### src/rtl/irq_status_pkg.sv
package irq_status_pkg;

   localparam int ADDR_W = 3;

   typedef enum logic [ADDR_W-1:0] {
      SEL_BUS_STAT  = 3'd0,
      SEL_BUS_EN    = 3'd1,
      SEL_DMA_STAT  = 3'd2,
      SEL_DMA_EN    = 3'd3,
      SEL_DMA_FCTL  = 3'd4,
      SEL_BUS_FCTL  = 3'd5
   } reg_sel_e;

   // Control bit positions inside the FIFO control registers
   localparam int DMA_CLR_POS   = 2;
   localparam int DMA_FLUSH_POS = 3;
   localparam int BUS_CLR_POS   = 1;

endpackage

### src/rtl/irq_sticky_bank.sv
module irq_sticky_bank #(
   parameter int W = 8
) (
   input  logic         clk,
   input  logic         rst_n,
   input  logic [W-1:0] set_i,
   input  logic         clr_i,
   input  logic         en_we_i,
   input  logic [W-1:0] en_d_i,
   output logic [W-1:0] stat_o,
   output logic [W-1:0] en_o,
   output logic         hit_o
);

   logic [W-1:0] stat_q;
   logic [W-1:0] en_q;

   always_ff @(posedge clk or negedge rst_n) begin
      if (!rst_n) begin
         stat_q <= '0;
      end else begin
         stat_q <= (stat_q & {W{~clr_i}}) | set_i;
      end
   end

   always_ff @(posedge clk or negedge rst_n) begin
      if (!rst_n) begin
         en_q <= '0;
      end else if (en_we_i) begin
         en_q <= en_d_i;
      end
   end

   assign stat_o = stat_q;
   assign en_o   = en_q;
   assign hit_o  = |(stat_q & en_q);

endmodule

### src/rtl/irq_drain_gate.sv
module irq_drain_gate #(
   parameter int           W          = 8,
   parameter logic [W-1:0] FATAL_MASK = '0,
   parameter bit           DEFER_EN   = 1'b1
) (
   input  logic         clk,
   input  logic         rst_n,
   input  logic [W-1:0] ev_i,
   input  logic         rx_dir_i,
   input  logic         fifo_empty_i,
   input  logic         drain_done_i,
   output logic [W-1:0] fwd_o,
   output logic         drain_req_o
);

   if (DEFER_EN) begin : g_defer
      logic [W-1:0] hold_q;
      logic [W-1:0] defer;
      logic         release_now;

      assign defer       = rx_dir_i ? (ev_i & FATAL_MASK) : '0;
      assign release_now = drain_done_i | fifo_empty_i;
      assign fwd_o       = (ev_i & ~defer) | ((hold_q | defer) & {W{release_now}});
      assign drain_req_o = |hold_q;

      always_ff @(posedge clk or negedge rst_n) begin
         if (!rst_n) begin
            hold_q <= '0;
         end else if (release_now) begin
            hold_q <= '0;
         end else begin
            hold_q <= hold_q | defer;
         end
      end
   end else begin : g_pass
      logic unused_in;
      assign unused_in   = rx_dir_i ^ fifo_empty_i ^ drain_done_i ^ clk ^ rst_n;
      assign fwd_o       = ev_i;
      assign drain_req_o = 1'b0;
   end

endmodule

### src/rtl/irq_fifo_ctl.sv
module irq_fifo_ctl
   import irq_status_pkg::*;
(
   input  logic              clk,
   input  logic              rst_n,
   input  logic              wr_en,
   input  logic [ADDR_W-1:0] addr,
   input  logic [3:1]        ctl_bits,
   output logic              dma_clr_o,
   output logic              dma_flush_o,
   output logic              bus_clr_o
);

   logic dma_hit;
   logic bus_hit;

   assign dma_hit = wr_en && (addr == SEL_DMA_FCTL);
   assign bus_hit = wr_en && (addr == SEL_BUS_FCTL);

   always_ff @(posedge clk or negedge rst_n) begin
      if (!rst_n) begin
         dma_clr_o   <= 1'b0;
         dma_flush_o <= 1'b0;
         bus_clr_o   <= 1'b0;
      end else begin
         dma_clr_o   <= dma_hit && ctl_bits[DMA_CLR_POS];
         dma_flush_o <= dma_hit && ctl_bits[DMA_FLUSH_POS];
         bus_clr_o   <= bus_hit && ctl_bits[BUS_CLR_POS];
      end
   end

endmodule

### src/rtl/irq_status_ctl.sv
module irq_status_ctl
   import irq_status_pkg::*;
#(
   parameter int               BUS_W      = 8,
   parameter int               DMA_EV_W   = 7,
   parameter int               DATA_W     = 8,
   parameter logic [BUS_W-1:0] FATAL_MASK = 8'h03,
   parameter bit               DEFER_EN   = 1'b1,
   parameter bit               REG_IRQ    = 1'b0
) (
   input  logic                clk,
   input  logic                rst_n,
   input  logic [BUS_W-1:0]    bus_ev,
   input  logic [DMA_EV_W-1:0] dma_ev,
   input  logic                rx_dir,
   input  logic                dma_fifo_empty,
   input  logic                drain_done,
   input  logic                wr_en,
   input  logic                rd_en,
   input  logic [ADDR_W-1:0]   addr,
   input  logic [DATA_W-1:0]   wr_data,
   output logic [DATA_W-1:0]   rd_data,
   output logic                irq,
   output logic                drain_req,
   output logic                dma_fifo_clr,
   output logic                dma_fifo_flush,
   output logic                bus_fifo_clr
);

   localparam int DMA_RD_W = DMA_EV_W + 1;

   if (DATA_W < 4 || DATA_W < BUS_W || DATA_W < DMA_RD_W) begin : g_bad_width
      $error("irq_status_ctl: DATA_W too narrow for the register map");
   end

   logic [BUS_W-1:0]    bus_set;
   logic [BUS_W-1:0]    bus_stat;
   logic [BUS_W-1:0]    bus_en;
   logic [DMA_EV_W-1:0] dma_stat;
   logic [DMA_EV_W-1:0] dma_en;
   logic                bus_hit;
   logic                dma_hit;
   logic                irq_any;
   logic                bus_rd_clr;
   logic                dma_rd_clr;

   assign bus_rd_clr = rd_en && (addr == SEL_BUS_STAT);
   assign dma_rd_clr = rd_en && (addr == SEL_DMA_STAT);

   irq_drain_gate #(
      .W          (BUS_W),
      .FATAL_MASK (FATAL_MASK),
      .DEFER_EN   (DEFER_EN)
   ) u_gate (
      .clk          (clk),
      .rst_n        (rst_n),
      .ev_i         (bus_ev),
      .rx_dir_i     (rx_dir),
      .fifo_empty_i (dma_fifo_empty),
      .drain_done_i (drain_done),
      .fwd_o        (bus_set),
      .drain_req_o  (drain_req)
   );

   irq_sticky_bank #(.W(BUS_W)) u_bus_bank (
      .clk     (clk),
      .rst_n   (rst_n),
      .set_i   (bus_set),
      .clr_i   (bus_rd_clr),
      .en_we_i (wr_en && (addr == SEL_BUS_EN)),
      .en_d_i  (wr_data[BUS_W-1:0]),
      .stat_o  (bus_stat),
      .en_o    (bus_en),
      .hit_o   (bus_hit)
   );

   irq_sticky_bank #(.W(DMA_EV_W)) u_dma_bank (
      .clk     (clk),
      .rst_n   (rst_n),
      .set_i   (dma_ev),
      .clr_i   (dma_rd_clr),
      .en_we_i (wr_en && (addr == SEL_DMA_EN)),
      .en_d_i  (wr_data[DMA_EV_W-1:0]),
      .stat_o  (dma_stat),
      .en_o    (dma_en),
      .hit_o   (dma_hit)
   );

   irq_fifo_ctl u_fctl (
      .clk         (clk),
      .rst_n       (rst_n),
      .wr_en       (wr_en),
      .addr        (addr),
      .ctl_bits    (wr_data[3:1]),
      .dma_clr_o   (dma_fifo_clr),
      .dma_flush_o (dma_fifo_flush),
      .bus_clr_o   (bus_fifo_clr)
   );

   assign irq_any = bus_hit | dma_hit;

   if (REG_IRQ) begin : g_irq_reg
      logic irq_q;
      always_ff @(posedge clk or negedge rst_n) begin
         if (!rst_n) irq_q <= 1'b0;
         else        irq_q <= irq_any;
      end
      assign irq = irq_q;
   end else begin : g_irq_comb
      assign irq = irq_any;
   end

   always_comb begin
      rd_data = '0;
      case (addr)
         SEL_BUS_STAT: rd_data = DATA_W'(bus_stat);
         SEL_BUS_EN:   rd_data = DATA_W'(bus_en);
         SEL_DMA_STAT: rd_data = DATA_W'({dma_fifo_empty, dma_stat});
         SEL_DMA_EN:   rd_data = DATA_W'(dma_en);
         default:      rd_data = '0;
      endcase
   end

endmodule

### config.mk
export PLATFORM = sky130hd
export DESIGN_NAME = irq_status_ctl
export DESIGN_NICKNAME = d
export VERILOG_FILES = /design/src/rtl/irq_status_pkg.sv /design/src/rtl/irq_sticky_bank.sv /design/src/rtl/irq_drain_gate.sv /design/src/rtl/irq_fifo_ctl.sv /design/src/rtl/irq_status_ctl.sv
export SDC_FILE = /design/constraint.sdc
export NUM_CORES = 1
export LEC_CHECK = 0
export CAP_MARGIN = 30
export CORE_UTILIZATION = 45
export CTS_BUF_LIST = sky130_fd_sc_hd__clkbuf_8
export CTS_CLUSTER_SIZE = 12
export DETAILED_ROUTE_END_ITERATION = 12
export GPL_TIMING_DRIVEN = 0
export PLACE_DENSITY = 0.76
export SLEW_MARGIN = 40
export SYNTH_ARGS = -nofsm -noshare
export SYNTH_HDL_FRONTEND = slang
export SYNTH_SLANG_ARGS = --single-unit
### constraint.sdc
create_clock -name clk -period 4.5 [get_ports clk]
set_clock_uncertainty 0.05 [all_clocks]
set_input_delay 1.35 -clock clk [delete_from_list [all_inputs] [get_ports clk]]
set_output_delay 1.35 -clock clk [all_outputs]
set_load 0.05 [all_outputs]
After elaboration in Yosys (flattened, before gate mapping)
Index checks and enable logic that the tools add are counted.
{ "word_totals": {"regBits": 41, "wordCells": 44, "output_inout_bits": 13, "inputBits": 33} }
{ "op_classes": {"reduce_logical": 13, "muxes": 3, "n_eq_ne": 5, "n_bitwise": 15} }
{ "ops": {"columns": ["cell", "count"], "rows": [
  ["AND 8 bit", 4],
  ["one-hot mux 8 bit (4 select lines)", 1],
  ["bitwise OR 8 bit", 3],
  ["OR reduction 8 bit", 2],
  ["AND 7 bit", 2],
  ["logical AND 1 bit", 9],
  ["2-to-1 mux 8 bit", 1],
  ["NOT 8 bit", 1],
  ["bitwise OR 7 bit", 1],
  ["OR reduction 7 bit", 1],
  ["equality test 3 x 2 -> 1 bit (second input constant)", 2],
  ["equality test 3 bit (second input constant)", 2],
  ["equality test 3 x 1 -> 1 bit (second input constant)", 1],
  ["zero test 3 bit", 1],
  ["2-to-1 mux 2 bit", 1],
  ["NOT 1 bit", 2],
  ["bitwise OR 1 bit", 2]
]} }

Logic depth before layout (Yosys ltp)
Gate-level depths: netlist of run 1.
{ "depth": {"depth_word": 5, "ltp_mapped": 5, "mapped_depth_nobuf": 3} }

Cells and area by module
From an unflattened synthesis of run 1, not the netlist that was laid out.
{ "hier_totals": {"cells_unflattened": 135, "hier_area_um2": 1731.7} }
{ "by_module_without_submodules": {"columns": ["mod", "cells_per_inst", "seq_area_each_um2", "area_per_inst_um2", "instances"], "rows": [
  ["irq_sticky_bank (u_bus_bank)", 39, 400.4, 631.9, 1],
  ["irq_sticky_bank (u_dma_bank)", 34, 350.3, 553.0, 1],
  ["irq_status_ctl", 35, 0.0, 312.8, 1],
  ["irq_drain_gate", 19, 50.0, 128.9, 1],
  ["irq_fifo_ctl", 8, 75.1, 105.1, 1]
]} }

Worst setup path after synthesis of run 1
OpenSTA, ideal clock, no wires.
{ "synth_path": {"path_kind": "in2out", "startpoint": "in addr[0]", "endpoint": "out rd_data[1]", "cell_stages": 4, "n_path_buf": 2, "required_time_ps": 3100, "setup_slack_ps": 441, "t_arrival_ps": 2659, "cell_sequence": "buf_6 -> buf_4 -> mux4_2 -> nor2b_1"} }
{ "synth_via": {"elab_chain_len": 2, "word_cells_on_any_way": 5, "classes_between": "eq/ne: 3; mux: 1; reduce/logical: 1"} }
{ "synth_rtl": {"columns": ["element", "line", "text"], "rows": [
  ["from (decl)", "irq_status_ctl.sv:20", "input logic [ADDR_W-1:0] addr,"],
  ["equality test 3 x 2 -> 1 bit, or another cell as far along", "irq_status_ctl.sv:115", "case (addr)"],
  ["one-hot mux 8 bit (4 select lines) *", "irq_status_ctl.sv:115", null],
  ["to (decl)", "irq_status_ctl.sv:22", "output logic [DATA_W-1:0] rd_data,"]
]} }
Every way passes the cells marked *; elsewhere a longest branch is shown, timed or not.

Worst setup path after layout of run 1
{ "layout_path": {"startpoint": "in addr[2]", "endpoint": "out rd_data[2]"} }
Same word-level chain as after synthesis.

==> metrics.txt, run 1 <==
post-route core utilization 65.9%; post-synthesis instance area 1660 um2; number of endpoints with negative hold slack in the final report 0; number of H-tree levels 2; library cells used by synthesis 30; number of nets in the layout approximately 200; type of element capturing the critical path output pin; Setup crit start addr[2]; peak supply drop 0.000261 V; Core ar. 3440 um2; post-synthesis instance total between 100 and 150; setup repair after global routing missed its margin false; Synth Area per Inst 13.8 um2; Residual DRC 0; min-delay worst type register to register; global placement routability congestion 0.806; TritonCTS clock tree done; aggregate global-route resource usage 21.5%; root buf cell sky130_fd_sc_hd__clkbuf_8; # setup viols final 0; Bufs on Longest Clock Path 2; achievable clock frequency 0.226 GHz; Boundary Pins 46; delay of the slowest cell on the worst path slightly above 0.8 ns; most used cells in the layout excluding fill and tap cells sky130_fd_sc_hd__clkdlybuf4s50_1 (41), sky130_fd_sc_hd__dfrtp_1 (35), sky130_fd_sc_hd__mux2_2 (15); category of cells accounting for the largest share of critical-path delay buffers and inverters; die width 62.7 um; latest clock arrival within the worst-skew pair 0.29 ns; wire length of the first global-routing pass 6.24 mm; cell-by-cell listing of the critical path clkdlybuf4s50_1, buf_2, nor2b_1, clkdlybuf4s50_1; post-detailed-route wirelength per cell 17.3 um; worst slew margin relative to its limit 66.7%; share of the clock period used by the worst path after layout a little over nine tenths; Required @ worst endpoint approximately 3.1 ns; die outline height 62.7 um; site row count 21; antenna violations before repair 0; PnR Total Power 805 uW; worst slew pin tran between 0.4 and 0.5 ns; count of placed standard cells in the final layout, fillers left out 218; number of max-capacitance violations reported 0; commonest non-fill, non-tap cell in the layout sky130_fd_sc_hd__clkdlybuf4s50_1; maximum fanout encountered on the critical timing path 10; number of clock sinks seen by CTS 35; hold path startpoint u_dma_bank.stat_o[6]; initial core utilization 48.1%; DP HPWL ~2.8 mm; sum of routed wire length over all layers 3.77 mm; first-pass iteration count of the detailed router 4; kind of start point of the critical path primary input; TritonCTS buffer count 5; number of buffer and inverter instances along the worst setup path 3; Die Area 3930 um2; number of global-route vias before repair 1289; # port buffers 43; maximum number of pins on one net before global-route repair 20; Final Critical Period 4.43 ns; leak pwr a little over 0.0009 uW; run status completed; ratio of routed vias to standard cells 5.58; sequential-to-total area share from yosys stat a little over half; Synth warnings 0; number of antenna-violating nets in the routed design 0; post-CTS setup buffers 0; Crit Path Class primary input to output pin; GRT overflow 0; Worst Path Arrival 3.03 ns; number of DRC violations after detailed-routing iteration 0 71; clock-pin slew on the worst setup and hold paths 0.07 ns; Critical R2R Launch u_gate.g_defer.hold_q[0]; synthesized netlist net count 153; layout cells sized above 1 22.7%; post-synthesis to final-layout area growth 36.9%; number of antenna repair diodes 0; number of flip-flops and latches in the synthesized netlist 35; vias post-DR 1216; slowest library cell on the worst path sky130_fd_sc_hd__clkdlybuf4s50_1; fin. max-slew vios 0; power density cells roughly 360 nW/um2; Critical Path Most Common Cell sky130_fd_sc_hd__clkdlybuf4s50_1; Cells after DPL 210
==> layout make-up <==
type | count | area [um2]
fill | 263 | 1170
sequential | 35 | 876
multi-input combinational | 78 | 726
timing repair buffer | 44 | 452
clock buffer | 7 | 96.3
tap | 46 | 57.6
buffer | 7 | 56.3
clock inverter | 1 | 3.75
==> power breakdown <==
part | switching [uW] | internal, uW | total, uW
clock network | 110 | 137 | 247
logic | 80.8 | 99.6 | 180
registers | 26.8 | 351 | 377
total | 217 | 588 | 805
==> what timing repair did <==
action	CTS	global route
hold endpoints to repair	0	0
hold buffers	0	0
gates resized for setup	2	0
setup endpoints to repair	8	0
==> Yosys cell counts <==
library cell                n  share of area (%)
sky130_fd_sc_hd__dfrtp_1   35                 53
sky130_fd_sc_hd__mux2_2    15                 10
sky130_fd_sc_hd__a21o_1    13                5.9
sky130_fd_sc_hd__nor2b_1    9                3.4
sky130_fd_sc_hd__mux4_2     5                6.8
sky130_fd_sc_hd__nand2_1    5                1.1
sky130_fd_sc_hd__a22oi_1    4                1.8
sky130_fd_sc_hd__buf_6      3                2.0
sky130_fd_sc_hd__nor2_1     3               0.68
sky130_fd_sc_hd__a21oi_1    2               0.60
sky130_fd_sc_hd__buf_2      2               0.60
sky130_fd_sc_hd__mux4_1     2                3.2
sky130_fd_sc_hd__nand3b_1   2               0.91
sky130_fd_sc_hd__nor3_1     2               0.60
sky130_fd_sc_hd__nor4b_1    2                1.1
sky130_fd_sc_hd__o32ai_1    2                1.1
sky130_fd_sc_hd__a221oi_1   1               0.53
sky130_fd_sc_hd__a222oi_1   1               0.60
sky130_fd_sc_hd__a22o_1     1               0.53
sky130_fd_sc_hd__and3_1     1               0.38
sky130_fd_sc_hd__buf_1      1               0.23
sky130_fd_sc_hd__buf_4      1               0.45
sky130_fd_sc_hd__mux2i_1    1               0.60
sky130_fd_sc_hd__nand3_1    1               0.30
sky130_fd_sc_hd__nand4_1    1               0.38
sky130_fd_sc_hd__nand4b_2   1               0.91
sky130_fd_sc_hd__nor4bb_1   1               0.60
sky130_fd_sc_hd__o21a_1     1               0.45
sky130_fd_sc_hd__or2_2      1               0.38
sky130_fd_sc_hd__or4b_4     1               0.83
==> kinds of logic (layout without fill, tap and decap cells) <==
group                  Yosys count  after routing  synth area share (%)
AO/OA/AOI/OAI                   25             25                  11.5
flip-flops                      35             35                  52.9
multiplexers                    23             23                  20.8
AND/OR/NAND/NOR                 30             30                  11.6
buffers and inverters            7             59                  3.32
==> path summary, 6_finish.rpt <==
path                                        end  slack, ns  cells after the start
setup / recovery                     rd_data[2]       0.07                      4
hold / removal             u_dma_bank.stat_o[6]       0.45                      1
setup reg to reg           u_bus_bank.stat_o[0]       3.66                      2
hold reg to reg            u_dma_bank.stat_o[6]       0.45                      1
max in group asynchronous  u_dma_bank.stat_o[5]       3.02                      2
min in group asynchronous      u_fctl.bus_clr_o       0.94                      1
==> per-layer routing <==
layer / track usage (%) / vias to the layer above / part of all wire (%)
met2: 34.4 / 42 / 50
met3: 5.47 / 10 / 4.4
met4: 9.88 / 0 / 2.2
li1: - / 558 / -
met1: 27.2 / 606 / 44
met5: 0 / - / 0
==> sequential cells by signal (all words and copies together), names as in the netlist <==
signal / cells
u_bus_bank.en_o: 8
u_bus_bank.stat_o: 8
u_dma_bank.en_o: 7
u_dma_bank.stat_o: 7
u_gate.g_defer.hold_q: 2
u_fctl.bus_clr_o: 1
u_fctl.dma_clr_o: 1
u_fctl.dma_flush_o: 1
==> through the flow <==
| stage | cell area (um2) | hold slack [ns] | TNS (ns) | worst slack [ns] |
|---|---|---|---|---|
| finish | 2270 | 0.455 | 0 | 0.0734 |
| global route | 2270 | 0.487 | 0 | 0.0256 |
| CTS | 2270 | 0.458 | 0 | 0.0869 |
| detailed placement | 2170 | 0.440 | -0.110 | -0.0557 |
| global placement | 2140 | 0.432 | -0.153 | -0.0397 |
| floorplan | 1660 | 0.404 | 0 | 0.441 |
Power figures use the tool's default switching activity.
==> inputs of run 2 (changes only) <==
--- a/config.mk
+++ b/config.mk
@@ -5,7 +5,6 @@
 export SDC_FILE = /design/constraint.sdc
 export NUM_CORES = 1
 export LEC_CHECK = 0
-export CAP_MARGIN = 30
 export CORE_UTILIZATION = 45
 export CTS_BUF_LIST = sky130_fd_sc_hd__clkbuf_8
 export CTS_CLUSTER_SIZE = 12
==> results of run 2 <==
Same layout as run 1: the final DEF is identical, and so are final timing and power.
